File: config.mk
export PLATFORM = sky130hd
export DESIGN_NAME = decade_digit_counter
export DESIGN_NICKNAME = d
export VERILOG_FILES = /design/src/rtl/dcd_pkg.sv /design/src/rtl/dcd_next.sv /design/src/rtl/dcd_carry.sv /design/src/rtl/decade_digit_counter.sv
export SDC_FILE = /design/constraint.sdc
export NUM_CORES = 1
export LEC_CHECK = 0
export BUFFER_PORTS_ARGS = -buffer_cell sky130_fd_sc_hd__buf_2
export CAP_MARGIN = 15
export CORE_AREA = 2 2 39 41
export CTS_CLUSTER_DIAMETER = 120
export CTS_CLUSTER_SIZE = 16
export DETAILED_ROUTE_END_ITERATION = 16
export DIE_AREA = 0 0 41 43
export GPL_TIMING_DRIVEN = 0
export PLACE_DENSITY_LB_ADDON = 0.08
export SYNTH_ARGS = -nofsm -noshare
export SYNTH_HDL_FRONTEND = slang
export SYNTH_SLANG_ARGS = --single-unit
File: constraint.sdc
create_clock -name clk -period 4.1 [get_ports clk]
set_input_delay 0.82 -clock clk [delete_from_list [all_inputs] [get_ports clk]]
set_output_delay 0.82 -clock clk [all_outputs]
set_load 0.02 [all_outputs]
File: src/rtl/dcd_pkg.sv
package dcd_pkg;
  localparam int DIGIT_W = 4;
  localparam int RADIX   = 10;
  localparam logic [DIGIT_W-1:0] TOP_VAL = DIGIT_W'(RADIX - 1);
  typedef logic [DIGIT_W-1:0] digit_t;
endpackage

File: src/rtl/dcd_next.sv
module dcd_next
  import dcd_pkg::*;
(
  input  digit_t cur,
  input  logic   load_n,
  input  logic   step,
  input  digit_t din,
  output digit_t nxt
);
  digit_t inc;
  // Any code at or above the terminal value (including illegal codes) returns to zero.
  assign inc = (cur >= TOP_VAL) ? '0 : cur + digit_t'(1);

  always_comb begin
    if (!load_n)   nxt = din;
    else if (step) nxt = inc;
    else           nxt = cur;
  end
endmodule

File: src/rtl/dcd_carry.sv
module dcd_carry
  import dcd_pkg::*;
(
  input  digit_t cur,
  input  logic   step,
  output logic   carry
);
  assign carry = step & (cur == TOP_VAL);
endmodule

File: src/rtl/decade_digit_counter.sv
module decade_digit_counter
  import dcd_pkg::*;
(
  input  logic         clk,
  input  logic         clr_n,
  input  logic         load_n,
  input  logic         en_a,
  input  logic         en_b,
  input  logic [3:0]   din,
  output logic [3:0]   count,
  output logic         carry
);
  digit_t q, q_nxt;
  logic   step;

  assign step = en_a & en_b;

  dcd_next u_next (
    .cur(q), .load_n(load_n), .step(step), .din(din), .nxt(q_nxt)
  );

  dcd_carry u_carry (
    .cur(q), .step(step), .carry(carry)
  );

  always_ff @(posedge clk or negedge clr_n) begin
    if (!clr_n) q <= '0;
    else        q <= q_nxt;
  end

  assign count = q;
endmodule

==> summary.md, run 1 <==
| Metric | Value |
|---|---|
| Status | `finished, final reports clean` |
| Synth Area per Inst | `8.62 sq um` |
| Sink Count | `4` |
| Area of the mapped netlist | `302 sq um` |
| Die height | `43 microns` |
| Fin nets | `64` |
| GRT Overall Usage | `9.97%` |
| Count of flip-flops with a built-in enable after synthesis | `0` |
| Critical Path End Type | `output pin` |
| Synth Instances | `35` |
| Site Rows | `14` |
| Most common flop cell mapped by yosys | `dfrtp_1` |
| Final ANT Viol Nets | `0` |
| Maximum vdd drop | `0.197 mV` |
| Synth top area cells | `dfrtp_1 33%, ha_1 12%, a31oi_1 6.2%` |
| Fraction of layout cells with a size suffix above 1 | `38.0%` |
| CTS root buf | `clkbuf_4` |
| Post-CTS setup buffer count | `0` |
| Detailed-router iteration count before antenna repair | `4` |
| Crit path kind | `in2out` |
| Routed length per placed instance | `11.2 microns` |
| FF+latch count, synth | `4` |
| Via count | `299` |
| Worst path arrival time | `1.39 ns` |
| Unrepaired setup endpoints after global routing | `false` |
| Hold Crit Class | `in2async` |
| Die extent in x | `41 microns` |
| Max reg flops | `4` |
| WL final | `740 microns` |
| Clk_lat worst skew | `0.23 ns` |
| Max-cap violations | `0` |
| Reg clk slew, reported paths | `0.04 ns` |
| Avg Vias per Cell | `4.53` |
| Utilization after layout | `29.2%` |
| H-tree levels | `1` |
| Die ar. | `0.00176 sq mm` |
| Antenna fix cells | `0` |
| Clock buffer count from CTS | `3` |
| Largest net degree at the start of global routing | `10` |
| Setup crit start kind | `primary input` |
| Synth top cells by count | `4 x dfrtp_1, 4 x nand2_1, 4 x nor2_1` |
| Rel. slew slack | `77.3%` |
| CP Max Fanout | `7` |
| Seq/Total Area, Yosys | `33.2%` |
| Number of hold violations in the final report | `0` |
| Vias in the first global route | `270` |
| Setup_tns | `0 ns` |
| Worst path required time | `3.28 ns` |
| Crit path time final | `2.21 ns` |
| Ports | `14` |
| Worst-Margin Slew | `0.340 ns` |
| CTS Buffer Depth | `2` |
| Flop-to-flop setup slack | `2.59 ns` |
| Top-area cell type share of the netlist area | `33.2%` |
| DRT iter0 DRCs | `6` |
| Final Max Slew Viols | `0` |
| DP HPWL | `592 microns` |
| TritonCTS clock tree | `done` |
| Core Box Area | `0.00138 sq mm` |
| Clk_skew | `0.000727 ns` |
| Routability cong. | `0.691` |
| I/O Buffers | `12` |
| Initial antenna violation count | `0` |
| Leak pwr | `0.198 nW` |
| Pwr/cell area | `332 mW/mm^2` |
| Setup violators final | `0` |
| Gr ovfl total | `0` |
| PostCTS Resize Cnt | `0` |
| CTS Hold Bufs | `0` |
| Residual DRC count | `0` |
| Max Fclk | `0.452 GHz` |
| Initial Utilization | `21.8%` |
| First-pass GRT wire length | `1130 microns` |
| Filler instances | `155` |
| Syn Nets | `47` |
| Final worst-path cycle share | `53.9%` |
| Worst hold margin | `0.385 ns` |
| Leading area contributor after synthesis | `dfrtp_1` |
| Synth cell types | `19` |
| Fraction of registers with async set/reset | `100%` |
| Area grow syn2layout | `34.0%` |
| Ys Warns | `0` |
[cells by family (layout without fill, tap and decap cells)]
| family | Yosys count | in the layout | synth area share [%] |
|---|---|---|---|
| DFF | 4 | 4 | 33.2 |
| adders and majority gates | 3 | 3 | 12.4 |
| buffers and inverters | 5 | 20 | 7.47 |
| and+or+nand+nor | 14 | 14 | 24.5 |
| AOI/OAI and AO/OA | 9 | 9 | 22.4 |
[layout make-up]
cell class	instances	area, sq um	share of cell area [%]
plain buffers	1	7.51	1.86
clock buffers	3	22.5	5.57
inverters	4	15.0	3.72
multi-input cells	26	179	44.3
flip-flops and latches	4	100	24.8
well taps	16	20.0	4.95
repair buffers	12	60.1	14.9
[per-layer routing]
| metal | vias to the layer above | share of wire [%] | track usage [%] | wire, microns |
|---|---|---|---|---|
| met5 | - | 0 | 0 | 0 |
| met4 | 0 | 0 | 4.00 | 0 |
| met3 | 0 | 10 | 6.28 | 77 |
| met2 | 12 | 43 | 12.8 | 320 |
| met1 | 131 | 46 | 13.0 | 343 |
| li1 | 156 | - | - | - |
[critical path, cell delays in order]
cell     delay (ns)
buf_2          0.10
nand2_2        0.11
nor3_1         0.17
buf_2          0.19
[per-stage QoR]
stage               worst slack [ns]  power [mW]  instance area, sq um  instances
floorplan                       1.89      0.0731                   302         35
global placement                1.90      0.0864                   382         63
detailed placement              1.89      0.0877                   382         63
CTS                             1.89       0.138                   404         66
global route                    1.84       0.144                   404         66
finish                          1.89       0.134                   404         66
[cell usage in the layout, fill, tap and decap left out, types with 2 or more instances in the layout]
cell type and instances:
a31oi_1 3, buf_2 12, clkbuf_4 3, dfrtp_1 4, ha_1 3, inv_1 3
nand2_1 4, nor2_1 4, o2111ai_1 2
[power by group]
group | internal [mW] | switching (mW) | total, mW
sequential | 0.0438 | 0.00757 | 0.0514
clock | 0.0327 | 0.0151 | 0.0477
combinational | 0.0148 | 0.0204 | 0.0352
[final timing paths]
kind | start | endpoint | depth (start not counted)
min | clr_n | count[0]$_DFFE_PN0P_ | 1
min in group clk | count[1]$_DFFE_PN0P_ | count[1]$_DFFE_PN0P_ | 2
max reg2reg | count[0]$_DFFE_PN0P_ | count[0]$_DFFE_PN0P_ | 5
max | en_a | carry | 4
max in group asynchronous | clr_n | count[3]$_DFFE_PN0P_ | 1
min reg2reg | count[1]$_DFFE_PN0P_ | count[1]$_DFFE_PN0P_ | 2
No activity file was read; power rests on OpenSTA's default activity.
==> run 2: changes to the inputs <==
==> constraint.sdc (replaced) <==
create_clock -name clk -period 1.9 [get_ports clk]
set_input_delay 0.38 -clock clk [delete_from_list [all_inputs] [get_ports clk]]
set_output_delay 0.38 -clock clk [all_outputs]
set_load 0.02 [all_outputs]
==> summary.md, run 2 (synthesis gave the netlist of run 1 again) <==
| Metric | Value |
|---|---|
| Status | `finished, final reports clean` |
| Hold Path Origin | `load_n` |
| Comb power frac | `26.6%` |
| Largest net degree at the start of global routing | `10` |
| DP HPWL | `592 microns` |
| Commonest non-fill, non-tap cell in the layout | `buf_2` |
| Clk_lat worst skew | `0.23 ns` |
| Number of hold violations in the final report | `0` |
| H-tree levels | `1` |
| R2R depth | `5` |
| Routability cong. | `0.691` |
| Max reg flops | `4` |
| CTS Hold Bufs | `1` |
| Min-Delay Endpoint | `count[1]$_DFFE_PN0P_` |
| Final Max Slew Viols | `0` |
| Ports | `14` |
| Die height | `43 microns` |
| Worst-Margin Slew | `0.340 ns` |
| CP Max Fanout | `6` |
| Fin nets | `65` |
| Fraction of layout cells with a size suffix above 1 | `37.3%` |
| Via count | `301` |
| CTS Buffer Depth | `2` |
| Most frequent cells in the layout | `12 x buf_2, 4 x nand2_1, 4 x nor2_1, 4 x dfrtp_1` |
| Routed length per placed instance | `11.1 microns` |
| Sequential Power Share | `38.1%` |
| Initial antenna violation count | `0` |
| DRT iter0 DRCs | `6` |
| Worst path arrival time | `1.30 ns` |
| Max-cap violations | `0` |
| Die extent in x | `41 microns` |
| Setup crit start kind | `flip-flop` |
| First-pass GRT wire length | `1150 microns` |
| Post-CTS setup buffer count | `0` |
| Initial Utilization | `21.8%` |
| P_sw | `0.0931 mW` |
| Clock buffer count from CTS | `3` |
| Setup_tns | `0 ns` |
| Antenna fix cells | `0` |
| I/O Buffers | `12` |
| Design area | `414 sq um` |
| Crit path time final | `1.68 ns` |
| Crit path kind | `reg2out` |
| Critical Path End Type | `output pin` |
| Leak pwr | `0.202 nW` |
| Residual DRC count | `0` |
| Clk_skew | `0.000727 ns` |
| Placement Cell Area | `382 sq um` |
| Sequential cell area | `100 sq um` |
| Worst r2r src | `count[0]$_DFFE_PN0P_` |
| Final worst-path cycle share | `88.4%` |
| Vias in the first global route | `273` |
| Site Rows | `14` |
| Sw frac | `31.9%` |
| Clock power frac | `35.3%` |
| Sink Count | `4` |
| Area grow syn2layout | `37.3%` |
| GRT Overall Usage | `10.1%` |
| Rel. slew slack | `77.3%` |
| Filler instances | `154` |
| Reg clk slew, reported paths | `0.04 ns` |
| Max Fclk | `0.595 GHz` |
| Internal cell power | `0.198 mW` |
| Detailed-router iteration count before antenna repair | `4` |
| Utilization after layout | `29.9%` |
| TritonCTS clock tree | `done` |
| Avg Vias per Cell | `4.49` |
| Unrepaired setup endpoints after global routing | `false` |
| Core Box Area | `0.00138 sq mm` |
| Reg2reg end | `count[0]$_DFFE_PN0P_` |
| Final ANT Viol Nets | `0` |
| Setup violators final | `0` |
| Pwr/cell area | `704 mW/mm^2` |
| Flop-to-flop setup slack | `0.39 ns` |
| Multi-input gate area | `179 sq um` |
| Die ar. | `0.00176 sq mm` |
| CTS root buf | `clkbuf_4` |
| Hold Crit Class | `in2reg` |
| WL final | `743 microns` |
| Maximum vdd drop | `0.425 mV` |
| PostCTS Resize Cnt | `0` |
| Gr ovfl total | `0` |
| Hold Path Depth | `2` |
| Worst path required time | `1.52 ns` |
==> run 2: cell count changes in the layout (fill, tap and decap cells not counted), sizes merged <==
cell	before	now
dlygate4sd3	0	1
==> run 2: critical path, cell delays in order, from the launching register on <==
cell and delay [ns]:
dfrtp_1 0.47, ha_1 0.23, nand2_1 0.06, nor3_1 0.12, buf_2 0.19
==> run 2: worst max-delay path by stage <==
stage / startpoint / end / cells after the start
floorplan: count[0]$_DFFE_PN0P_ / carry / 3
global placement: count[0]$_DFFE_PN0P_ / count[0]$_DFFE_PN0P_ / 5
detailed placement: count[0]$_DFFE_PN0P_ / count[0]$_DFFE_PN0P_ / 5
CTS: count[0]$_DFFE_PN0P_ / carry / 4
global route: count[0]$_DFFE_PN0P_ / carry / 4
finish: count[0]$_DFFE_PN0P_ / carry / 4
==> run 2: metal layers <==
layer  GRT usage [%]  up-vias  routed length (microns)
met5               0        -                        0
met4            4.00        0                        0
met3            6.28        0                       77
met2            12.8       12                      320
met1            13.3      131                      346
li1                -      158                        -
==> run 2: cell type report <==
class                      instances  area share, %
inverter                           4           3.63
sequential                         4           24.2
multi-input combinational         26           43.2
timing repair buffer              13           16.9
tap                               16           4.83
clock buffer                       3           5.44
buffer                             1           1.81
==> run 2: power groups by stage <==
stage	Sequential, mW	Clock [mW]	Combinational, mW
detailed placement	0.112	0	0.0770
global route	0.113	0.113	0.0869
global placement	0.112	0	0.0747
CTS	0.112	0.109	0.0787
floorplan	0.120	0	0.0378
finish	0.111	0.103	0.0775
==> run 2: per-stage QoR <==
step	worst slack (ns)	std cells	hold WS, ns	total power, mW
finish	0.220	67	0.402	0.291
global route	0.121	67	0.400	0.313
CTS	0.197	67	0.393	0.299
detailed placement	0.401	63	0.190	0.189
global placement	0.432	63	0.186	0.186
floorplan	0.232	35	0.0844	0.158
